===== src/rtl/i2c_sup_pkg.sv =====
package i2c_sup_pkg;
  localparam int NFLAG   = 4;
  localparam int FL_ARB  = 0;
  localparam int FL_ACK  = 1;
  localparam int FL_FIFO = 2;
  localparam int FL_PIN  = 3;
endpackage


===== src/rtl/i2c_sup_flag.sv =====
module i2c_sup_flag (
  input  logic clk,
  input  logic rst_n,
  input  logic set_i,
  input  logic clr_i,
  input  logic clr_block_i,
  input  logic zero_i,
  output logic q_o
);
  logic q_d, q_r;

  always_comb begin
    q_d = q_r;
    if (zero_i)                    q_d = 1'b0;
    else if (set_i)                q_d = 1'b1;
    else if (clr_i && !clr_block_i) q_d = 1'b0;
  end

  always_ff @(posedge clk or negedge rst_n) begin
    if (!rst_n) q_r <= 1'b0;
    else        q_r <= q_d;
  end

  assign q_o = q_r;

  // set beats a simultaneous clear
  assert_set_wins_R9: assert property (@(posedge clk) disable iff (!rst_n)
    (set_i && !zero_i) |=> q_o);
  // an unblocked clear takes effect
  assert_clear_works_R9: assert property (@(posedge clk) disable iff (!rst_n)
    (clr_i && !set_i && !clr_block_i) |=> !q_o);
  // a blocked clear leaves the flag set
  assert_clear_blocked_R6: assert property (@(posedge clk) disable iff (!rst_n)
    (q_o && clr_i && clr_block_i && !zero_i) |=> q_o);
endmodule


===== src/rtl/i2c_sup_pinlow.sv =====
module i2c_sup_pinlow #(
  parameter int LIMW = 8
) (
  input  logic            clk,
  input  logic            rst_n,
  input  logic            scl_i,
  input  logic            sda_i,
  input  logic [LIMW-1:0] limit_i,
  output logic            hold_o
);
  localparam int CW = LIMW + 1;

  logic [CW-1:0] cnt_r, cnt_d;
  logic          low, enabled, over;

  always_comb begin
    low     = !scl_i || !sda_i;
    enabled = (limit_i != '0);
    over    = (cnt_r > {1'b0, limit_i});
    hold_o  = enabled && over && low;
  end

  always_comb begin
    cnt_d = cnt_r;
    if (!enabled || !low) cnt_d = '0;
    else if (!over)       cnt_d = cnt_r + 1'b1;
  end

  always_ff @(posedge clk or negedge rst_n) begin
    if (!rst_n) cnt_r <= '0;
    else        cnt_r <= cnt_d;
  end

  // the hold condition needs a line sampled low on the previous cycle too
  assert_hold_needs_history_R5: assert property (@(posedge clk) disable iff (!rst_n)
    hold_o |-> $past(!scl_i || !sda_i));
  // both lines high restarts the count
  assert_restart_on_high_R7: assert property (@(posedge clk) disable iff (!rst_n)
    (scl_i && sda_i) |=> !hold_o || $past(1'b0));
endmodule


===== src/rtl/i2c_sup_busy.sv =====
module i2c_sup_busy (
  input  logic clk,
  input  logic rst_n,
  input  logic start_det_i,
  input  logic stop_det_i,
  input  logic own_start_i,
  input  logic own_stop_i,
  input  logic arb_evt_i,
  output logic bus_busy_o,
  output logic mst_busy_o
);
  logic bus_d, bus_r, mst_d, mst_r;

  always_comb begin
    bus_d = bus_r;
    if (start_det_i)     bus_d = 1'b1;
    else if (stop_det_i) bus_d = 1'b0;

    mst_d = mst_r;
    if (arb_evt_i)        mst_d = 1'b0;
    else if (own_start_i) mst_d = 1'b1;
    else if (own_stop_i)  mst_d = 1'b0;
  end

  always_ff @(posedge clk or negedge rst_n) begin
    if (!rst_n) begin
      bus_r <= 1'b0;
      mst_r <= 1'b0;
    end else begin
      bus_r <= bus_d;
      mst_r <= mst_d;
    end
  end

  assign bus_busy_o = bus_r;
  assign mst_busy_o = mst_r;

  // a detected START marks the bus busy
  assert_bus_start_R10: assert property (@(posedge clk) disable iff (!rst_n)
    start_det_i |=> bus_busy_o);
  // a STOP alone frees the bus
  assert_bus_stop_R10: assert property (@(posedge clk) disable iff (!rst_n)
    (stop_det_i && !start_det_i) |=> !bus_busy_o);
  // arbitration loss drops master-busy
  assert_arb_idles_R1: assert property (@(posedge clk) disable iff (!rst_n)
    arb_evt_i |=> !mst_busy_o);
endmodule


===== src/rtl/i2c_err_supervisor.sv =====
module i2c_err_supervisor
  import i2c_sup_pkg::*;
#(
  parameter int LIMW = 8
) (
  input  logic            clk,
  input  logic            rst_n,
  input  logic            bit_mismatch_i,
  input  logic            tx_active_i,
  input  logic            start_det_i,
  input  logic            stop_det_i,
  input  logic            ack_slot_i,
  input  logic            ack_level_i,
  input  logic            nack_expected_i,
  input  logic            no_start_data_i,
  input  logic            own_start_i,
  input  logic            own_stop_i,
  input  logic            scl_i,
  input  logic            sda_i,
  input  logic [LIMW-1:0] pl_limit_i,
  input  logic [3:0]      flag_clr_i,
  output logic [3:0]      flags_o,
  output logic            bus_busy_o,
  output logic            mst_busy_o,
  output logic            force_stop_o,
  output logic            release_bus_o,
  output logic            start_inhibit_o
);
  // reset: asynchronous assert, synchronous release
  logic rs_meta, rs_n;
  always_ff @(posedge clk or negedge rst_n) begin
    if (!rst_n) begin
      rs_meta <= 1'b0;
      rs_n    <= 1'b0;
    end else begin
      rs_meta <= 1'b1;
      rs_n    <= rs_meta;
    end
  end

  logic arb_evt, ack_evt, fifo_evt, pl_hold;
  logic [NFLAG-1:0] set_v, blk_v, zero_v, flag_q;

  always_comb begin
    arb_evt  = bit_mismatch_i || (tx_active_i && (start_det_i || stop_det_i));
    ack_evt  = ack_slot_i && (nack_expected_i ? !ack_level_i : ack_level_i);
    fifo_evt = no_start_data_i;

    set_v          = '0;
    set_v[FL_ARB]  = arb_evt;
    set_v[FL_ACK]  = ack_evt;
    set_v[FL_FIFO] = fifo_evt;
    set_v[FL_PIN]  = pl_hold;

    blk_v          = '0;
    blk_v[FL_PIN]  = pl_hold;

    zero_v         = '0;
    zero_v[FL_PIN] = (pl_limit_i == '0);
  end

  i2c_sup_pinlow #(.LIMW(LIMW)) u_pinlow (
    .clk    (clk),
    .rst_n  (rs_n),
    .scl_i  (scl_i),
    .sda_i  (sda_i),
    .limit_i(pl_limit_i),
    .hold_o (pl_hold)
  );

  for (genvar g = 0; g < NFLAG; g++) begin : g_flag
    i2c_sup_flag u_flag (
      .clk        (clk),
      .rst_n      (rs_n),
      .set_i      (set_v[g]),
      .clr_i      (flag_clr_i[g]),
      .clr_block_i(blk_v[g]),
      .zero_i     (zero_v[g]),
      .q_o        (flag_q[g])
    );
  end

  i2c_sup_busy u_busy (
    .clk        (clk),
    .rst_n      (rs_n),
    .start_det_i(start_det_i),
    .stop_det_i (stop_det_i),
    .own_start_i(own_start_i),
    .own_stop_i (own_stop_i),
    .arb_evt_i  (arb_evt),
    .bus_busy_o (bus_busy_o),
    .mst_busy_o (mst_busy_o)
  );

  // recovery request pulses
  logic fstop_d, fstop_r, rel_d, rel_r;
  always_comb begin
    rel_d   = arb_evt;
    fstop_d = (ack_evt || (fifo_evt && mst_busy_o)) && !arb_evt;
  end

  always_ff @(posedge clk or negedge rs_n) begin
    if (!rs_n) begin
      fstop_r <= 1'b0;
      rel_r   <= 1'b0;
    end else begin
      fstop_r <= fstop_d;
      rel_r   <= rel_d;
    end
  end

  assign flags_o         = flag_q;
  assign force_stop_o    = fstop_r;
  assign release_bus_o   = rel_r;
  assign start_inhibit_o = |flag_q;

  // release without STOP
  assert_release_no_stop_R1: assert property (@(posedge clk) disable iff (!rs_n)
    release_bus_o |-> !force_stop_o);
  // a fresh arbitration flag comes with a release request
  assert_arb_release_R1: assert property (@(posedge clk) disable iff (!rs_n)
    $rose(flags_o[FL_ARB]) |-> release_bus_o);
  // a fresh ack-error flag comes with a STOP or a release
  assert_ack_stop_R3: assert property (@(posedge clk) disable iff (!rs_n)
    $rose(flags_o[FL_ACK]) |-> (force_stop_o || release_bus_o));
  // zero limit keeps the pin-low flag clear
  assert_pin_disabled_R7: assert property (@(posedge clk) disable iff (!rs_n)
    (pl_limit_i == '0) |=> !flags_o[FL_PIN]);
endmodule


===== config.mk =====
export PLATFORM = sky130hd
export DESIGN_NAME = i2c_err_supervisor
export DESIGN_NICKNAME = d
export VERILOG_FILES = /design/src/rtl/i2c_sup_pkg.sv /design/src/rtl/i2c_sup_flag.sv /design/src/rtl/i2c_sup_pinlow.sv /design/src/rtl/i2c_sup_busy.sv /design/src/rtl/i2c_err_supervisor.sv
export SDC_FILE = /design/constraint.sdc
export NUM_CORES = 1
export LEC_CHECK = 0
export BUFFER_PORTS_ARGS = -buffer_cell sky130_fd_sc_hd__buf_4
export CAP_MARGIN = 15
export CORE_MARGIN = 3
export CORE_UTILIZATION = 50
export CTS_BUF_LIST = sky130_fd_sc_hd__clkbuf_2
export DETAILED_ROUTE_END_ITERATION = 8
export PLACE_DENSITY_LB_ADDON = 0.12
export SYNTH_ARGS = -nofsm -noshare
export SYNTH_HDL_FRONTEND = slang
export SYNTH_SLANG_ARGS = --single-unit

===== constraint.sdc =====
create_clock -name clk -period 1.3 [get_ports clk]
set_input_delay 0.065 -clock clk [delete_from_list [all_inputs] [get_ports clk]]
set_output_delay 0.065 -clock clk [all_outputs]
set_load 0.005 [all_outputs]

After elaboration in Yosys (flattened, before gate mapping)
Cells that the tools add are included.
{"block": "op_classes", "n_addsub": 1, "magnitude_cmp": 1, "eq_ne": 1, "muxes": 17, "n_reduce_logical": 28}
{"op": "2-to-1 mux 9 bit", "n": 2}
{"op": "2-to-1 mux 1 bit", "n": 15}
{"op": "adder 9 x 1 -> 9 bit, second input constant", "n": 1}
{"op": "greater-than comparator 9 x 8 -> 1 bit", "n": 1}
{"op": "zero test 8 bit", "n": 1}
{"op": "nonzero test 2 bit", "n": 4}
{"op": "nonzero test 8 bit", "n": 1}
{"op": "logical AND 1 bit", "n": 7}
{"op": "zero test 1 bit", "n": 7}
{"op": "nonzero test 3 bit", "n": 2}
{"op": "logical OR 1 bit", "n": 5}
{"op": "OR reduction 4 bit", "n": 1}
{"op": "!= test 2 bit, second input constant", "n": 1}
{"block": "word_totals", "in_bits": 26, "regBits": 19, "elab_cells": 59}

Logic depth before layout (Yosys ltp)
Gate-level depths: netlist (run 1).
{"block": "depth", "depth_word": 8, "mapped_depth": 7, "ltp_nobuf": 7}

By module
Synthesis (run 1) repeated with hierarchy kept, for this count alone.
{"block": "unflattened", "hier_cells": 119, "area_unflattened_um2": 1173.6}
{"mod": "i2c_sup_pinlow", "instances": 1, "area_per_inst_um2": 716.9, "seq_area_each_um2": 225.2, "cells_per_inst": 80}
{"mod": "i2c_sup_flag", "instances": 4, "area_per_inst_um2": 51.3, "seq_area_each_um2": 25.0, "cells_per_inst": 4}
{"mod": "i2c_err_supervisor", "instances": 1, "area_per_inst_um2": 171.4, "seq_area_each_um2": 100.1, "cells_per_inst": 16}
{"mod": "i2c_sup_busy", "instances": 1, "area_per_inst_um2": 80.1, "seq_area_each_um2": 50.0, "cells_per_inst": 7}

Worst setup path after synthesis (run 1)
Ideal clock, no wire load.
{"block": "synth_path", "kind": "reg-to-reg", "startpoint": "register u_pinlow.cnt_r[6]", "endpoint": "register u_pinlow.cnt_r[5]", "setup_time_ns": 0.079, "period_less_slack_ns": 1.927, "path_stages_with_launch": 7, "path_slack_ns": -0.627, "required_ns": 1.221, "arrival_time_ns": 1.848, "cell_sequence": "dfrtp_1 > ha_1 > a21o_1 > a211o_1 > mux2_4 > a211oi_2 > mux2i_1"}
{"block": "synth_between", "elab_chain_cells": 2}
{"element": "start: declaration", "line": "i2c_sup_pinlow.sv:13", "rtl": "logic [CW-1:0] cnt_r, cnt_d;"}
{"element": "start signal: assignment", "line": "i2c_sup_pinlow.sv:31", "rtl": "else cnt_r <= cnt_d;"}
{"element": "greater-than comparator 9 x 8 -> 1 bit", "line": "i2c_sup_pinlow.sv:19", "rtl": "over = (cnt_r > {1'b0, limit_i});"}
{"element": "!= test 2 bit (no line)"}
No other way between the ends.
A chain may end at the register's enable or synchronous reset.

Worst setup path in the final report (run 1)
{"block": "layout_path", "startpoint": "register u_pinlow.cnt_r[7]", "endpoint": "register u_pinlow.cnt_r[4]"}
The elaborated chain is that of the path after synthesis.

==> out/results.txt, run 1 <==
Status: finished with violations
Violated checks: negative setup slack
Deepest clock path buffer count: 2
Yosys top cell by area: dfrtp_1
Mapped Nets: 158
RSZ-0062 raised after global routing: true
Share of cells above drive strength 1: 0.432
Fin nets: 228
Critical path capture point type: register
DR pass1 iterations: 4
Largest net degree at the start of global routing: 12
Worst-Skew Late Latency: 330 ps
Tightest Hold Check Type: input pin to async pin
Maximum clock rate: 0.501 GHz
Pwr dens: 978 nW/um2
Die Wd: 53.9 um
Unique cell type count in the Yosys netlist: 26
Core Util, Final: 0.882
Hpwl dp: 2310 um
First-pass GRT wire length: 5310 um
Layout area overhead: 58.4%
Layout fillers: 103
R2R Path Start: u_pinlow.cnt_r[7]
Worst path arrival time: 2280 ps
Non-filler instance count after layout: 219
Mapped Area: 1150 um2
Register bit total from synthesis: 19
Synth area leaders: dfrtp_1, ha_1, mux2i_1, inv_1, nand2_1
H-tree depth: 1
CTS clk-pin slew, worst paths: 190 ps
Final wirelength: 4200 um
Critical path origin: u_pinlow.cnt_r[7]
Seq/Total Area, Yosys: 0.414
Mapped Cells: 123
Die height: 53.9 um
# rows: 16
CP Class: register to register
Root Buffer: clkbuf_2
Vias per cell: 5.72
Final hold vios: 0
Synth warn: 0
Reg area: 475 um2
Slew Viols, Final: 0
Antenna diodes: 0
Static leakage: 0.952 nW
R2r setup slk: -700 ps
Vias in the first global route: 1207
Top cell type's share of synthesized area: 0.414
Clock net sink count: 19
Max VDD drop: 1.00 mV
CTS tree: done
Total number of vias: 1253
Area of the core: 2060 um2
RR Endpoint: u_pinlow.cnt_r[4]
Crit Path Max Fanout: 7
I/O Buffers: 34
Worst endpoint required time: 1580 ps
Per-cell routed wire length: 19.2 um
Max-cap viol count: 0
Area of the multi-input gates: 666 um2
Io pins: 35
Fin crit period: 2000 ps
Crit share post-route: 1.54
Residual DRC: 0
Total grt overflow: 0
Startpoint Class: register
Skew final: 7.63 ps
Register-to-Register Path Depth: 6
Routed Antenna Nets: 0
Final GP Congestion: 0.850
GRT Overall Usage: 0.262
Initial antenna violation count: 0
Die area: 2910 um2
Final setup violation count: 11
# placed instances: 196
Initial core utilization: 0.557
Avg Inst Size Synth: 9.34 um2
Setup ws final: -697 ps
Iter 0 DRT Violations: 45
CTS Buf Count: 3
-- cells in the mapped netlist --
master,instances
nand4b_1,2
inv_1,16
nand4_1,2
a21o_1,5
a211o_1,1
a21oi_2,1
a211oi_2,1
mux2_4,1
nor2_1,4
dfrtp_1,19
ha_1,9
nand2b_1,6
a21oi_1,8
a32oi_1,1
mux2i_1,7
a211oi_1,1
nand3_1,6
and4b_1,1
o21ai_0,7
nand2_1,13
xor2_1,1
or4_1,3
and3_1,1
conb_1,1
buf_4,5
nor2b_1,1
-- through the flow --
stage | hold WS (ps) | setup slack (ps) | setup TNS, ps | area [um2] | power (mW)
after floorplan | -231 | -603 | -4920 | 1150 | 1.01
after global placement | -153 | -599 | -5360 | 1550 | 1.27
after detailed placement | -150 | -685 | -5860 | 1550 | 1.30
after CTS | 0.317 | -643 | -5740 | 1740 | 1.63
after global routing | -8.06 | -738 | -7010 | 1820 | 1.87
final | 14.0 | -697 | -6400 | 1820 | 1.78
-- metal layers --
layer / GRT usage / up-vias / part of all wire
met5: 0 / - / 0
met4: 0.0638 / 0 / 0.039
met3: 0.0637 / 20 / 0.067
met2: 0.468 / 70 / 0.54
met1: 0.311 / 602 / 0.36
li1: - / 561 / -
-- power by group --
part	switching, mW	internal, mW
clock	0.197	0.0696
sequential	0.0519	0.659
combinational	0.414	0.389
total	0.663	1.12
-- critical path: stages, from the launching register on --
cell,delay [ps]
dfrtp_1,440
ha_1,360
nand4b_1,240
mux2_4,430
buf_4,160
a21oi_2,140
mux2i_1,190
-- area by class of cell --
| cell class | count | share of cell area |
|---|---|---|
| clock buffer | 3 | 0.00825 |
| clock inverter | 1 | 0.00275 |
| inverter | 16 | 0.0330 |
| multi-input combinational | 83 | 0.366 |
| sequential | 19 | 0.261 |
| tap | 27 | 0.0186 |
| timing repair buffer | 70 | 0.310 |
-- registers in the layout (all words and copies together), names as in the netlist --
signal and cells:
rs_meta 1, release_bus_o 1, rs_n 1, force_stop_o 1
g_flag.u_flag.q_o 4, u_busy.bus_busy_o 1, u_pinlow.cnt_r 9, u_busy.mst_busy_o 1
-- cells in the final DEF, fill, tap and decap left out, types with 2 or more instances in the layout --
cell type,n
or4_1,3
clkbuf_2,3
o21ai_0,2
o21ai_1,2
dlygate4sd3_1,9
a21o_1,5
o21ai_2,3
nand2b_1,6
a21oi_2,6
nand4_1,2
a21oi_1,3
inv_1,16
dfrtp_1,19
nand4b_1,2
ha_1,8
nand3_1,4
a211oi_2,2
nand2_1,13
nor2_1,4
mux2i_1,6
buf_4,59
-- worst max-delay path by stage --
| stage | end | slack, ps | depth (start not counted) |
|---|---|---|---|
| after floorplan | u_pinlow.cnt_r[5] | -600 | 6 |
| after global placement | u_pinlow.cnt_r[5] | -600 | 6 |
| final | u_pinlow.cnt_r[4] | -700 | 6 |
| after global routing | u_pinlow.cnt_r[4] | -740 | 7 |
| after detailed placement | u_pinlow.cnt_r[6] | -690 | 6 |
| after CTS | u_pinlow.cnt_r[5] | -640 | 6 |
-- logic make-up (layout without fill, tap and decap cells) --
group	Yosys count	count (layout)	share of synthesized area
multiplexers	8	8	0.0741
other	1	1	0.00326
adder cells (fa/ha/maj)	9	9	0.0980
AO/OA/AOI/OAI	25	25	0.138
AND/OR/NAND/NOR	39	39	0.180
XOR/XNOR	1	1	0.00763
flip-flops	19	19	0.414
buffers and inverters	21	90	0.0850
-- repair_timing --
action                     in CTS  in global routing
hold endpoints to repair        8                  2
gates resized for setup         9                 12
setup buffers                   7                  4
hold buffers                    8                  2
pin swaps                       5                  6
setup endpoints to repair      11                 12
Note: power is estimated with default switching activity, not from simulation.
==> run 2: changes to the inputs <==
- HOLD_SLACK_MARGIN: not set -> 0.06
- clock period: 1.3 -> 2.14 ns (I/O delays scaled with it)
==> out/results.txt, run 2 (synthesized netlist as in run 1, its figures left out) <==
Status: completed
Hpwl dp: 1920 um (-17%)
Die area: 2910 um2 (unchanged)
Commonest non-fill, non-tap cell in the layout: buf_4
GRT Overall Usage: 0.186 (-0.0756)
Pwr dens: 578 nW/um2 (-41%)
Per-cell routed wire length: 13.5 um (-29%)
Root Buffer: clkbuf_2
RSZ-0062 raised after global routing: false
Total grt overflow: 0 (unchanged)
Die height: 53.9 um (unchanged)
Deepest clock path buffer count: 2 (unchanged)
Worst endpoint required time: 2380 ps (+800 ps)
Slew Viols, Final: 0 (unchanged)
Maximum clock rate: 0.487 GHz (-2.7%)
R2R Path Start: u_pinlow.cnt_r[6]
CTS clk-pin slew, worst paths: 170 ps (-20 ps)
# placed instances: 179 (-8.7%)
Layout fillers: 149 (+45%)
Clock net sink count: 19 (unchanged)
Post-route cell area: 1560 um2 (-14%)
Slew headroom: 0.550
Layout area overhead: 35.8%
Reg area: 475 um2 (unchanged)
Core Util, Final: 0.757 (-0.126)
Final wirelength: 2660 um (-37%)
Max-cap viol count: 0 (unchanged)
Vias in the first global route: 895 (-26%)
Largest net degree at the start of global routing: 18 (+6)
Vias per cell: 5.25 (-8.2%)
Crit Path Max Fanout: 7 (unchanged)
Tightest Hold Check Type: input pin to register
Routed Antenna Nets: 0 (unchanged)
Share of cells above drive strength 1: 0.259 (-0.173)
Max VDD drop: 0.624 mV (-38%)
Total number of vias: 1035 (-17%)
Residual DRC: 0 (unchanged)
Antenna diodes: 0 (unchanged)
Fin nets: 206 (-9.6%)
Iter 0 DRT Violations: 18 (-60%)
Worst hold start: bit_mismatch_i
DR pass1 iterations: 4 (unchanged)
I/O Buffers: 34 (unchanged)
Final GP Congestion: 0.820 (-3.5%)
Final setup violation count: 0 (-11)
Critical path capture point type: register
# rows: 16 (unchanged)
Area post-placement: 1400 um2 (-9.4%)
Static leakage: 0.834 nW (-12%)
Area of the core: 2060 um2 (unchanged)
Startpoint Class: register
Die Wd: 53.9 um (unchanged)
Initial core utilization: 0.557 (unchanged)
Least-Margin Pin Slew: 675 ps
Crit share post-route: 0.959 (-0.577)
Non-filler instance count after layout: 197 (-10%)
Io pins: 35 (unchanged)
Initial antenna violation count: 0 (unchanged)
TNS Setup: 0 ps (+6400 ps)
Fin crit period: 2050 ps (+55.2 ps)
Worst-Skew Late Latency: 300 ps (-30 ps)
First-pass GRT wire length: 3850 um (-27%)
Most frequent cells in the layout: buf_4, dfrtp_1, inv_1, nand2_1, dlygate4sd3_1
Worst path arrival time: 2290 ps (about the same)
Largest reg by FF count: u_pinlow.cnt_r
CTS Buf Count: 3 (unchanged)
Max FFs per register: 9 (unchanged)
Critical path origin: u_pinlow.cnt_r[6]
Final hold vios: 0 (unchanged)
H-tree depth: 1 (unchanged)
Area of the multi-input gates: 583 um2 (-12%)
CP Class: register to register
Skew final: 3.88 ps (-3.75 ps)
CTS tree: done
## run 2: area by class of cell
type | instances | area share
timing repair buffer | 48 | 0.249
clock buffer | 4 | 0.0128
sequential | 19 | 0.305
tap | 27 | 0.0217
multi-input combinational | 83 | 0.374
inverter | 16 | 0.0385
## run 2: power by group
group / total, mW / internal, mW / switching [mW]
Clock: 0.154 / 0.0495 / 0.105
Combinational: 0.287 / 0.152 / 0.134
Sequential: 0.460 / 0.400 / 0.0606
Total: 0.901 / 0.602 / 0.299
## run 2: worst paths after layout
check | depth (start not counted) | endpoint | slack [ps]
worst min register to register | 0 | u_pinlow.cnt_r[1] | 290
max in group asynchronous | 3 | rs_meta | 1420
worst max-delay path | 6 | u_pinlow.cnt_r[5] | 90
worst min-delay path | 2 | release_bus_o | 80
min in group asynchronous | 0 | u_pinlow.cnt_r[1] | 290
worst max register to register | 6 | u_pinlow.cnt_r[5] | 90
## run 2: routing by layer
layer | up-vias | share of wire | global-route usage
met5 | - | 0 | 0
met4 | 0 | 0.026 | 0.0426
met3 | 8 | 0.034 | 0.0637
met2 | 20 | 0.51 | 0.308
met1 | 492 | 0.43 | 0.232
li1 | 515 | - | -
## run 2: worst max-delay path, cell delays in order (launching register included)
cell and delay [ps]:
dfrtp_1 450, ha_1 300, a21o_1 170, a211o_1 310, mux2_4 310, a211oi_4 250, mux2i_1 200
## run 2: timing repair
| action | CTS | global route |
|---|---|---|
| setup buffers | 0 | 3 |
| endpoints found under the setup margin | 0 | 6 |
| hold endpoints to repair | 7 | 6 |
| gates resized for setup | 0 | 1 |
| hold buffers | 6 | 5 |
## run 2: stage by stage
stage | hold WS (ps) | setup slack (ps) | power [mW]
6_report | 84.9 | 87.8 | 0.901
4_1_cts | 61.6 | 12.3 | 0.876
2_1_floorplan | -189 | 213 | 0.615
5_1_grt | 67.3 | 6.94 | 0.974
3_5_place_dp | -111 | 58.5 | 0.713
3_3_place_gp | -111 | 101 | 0.701
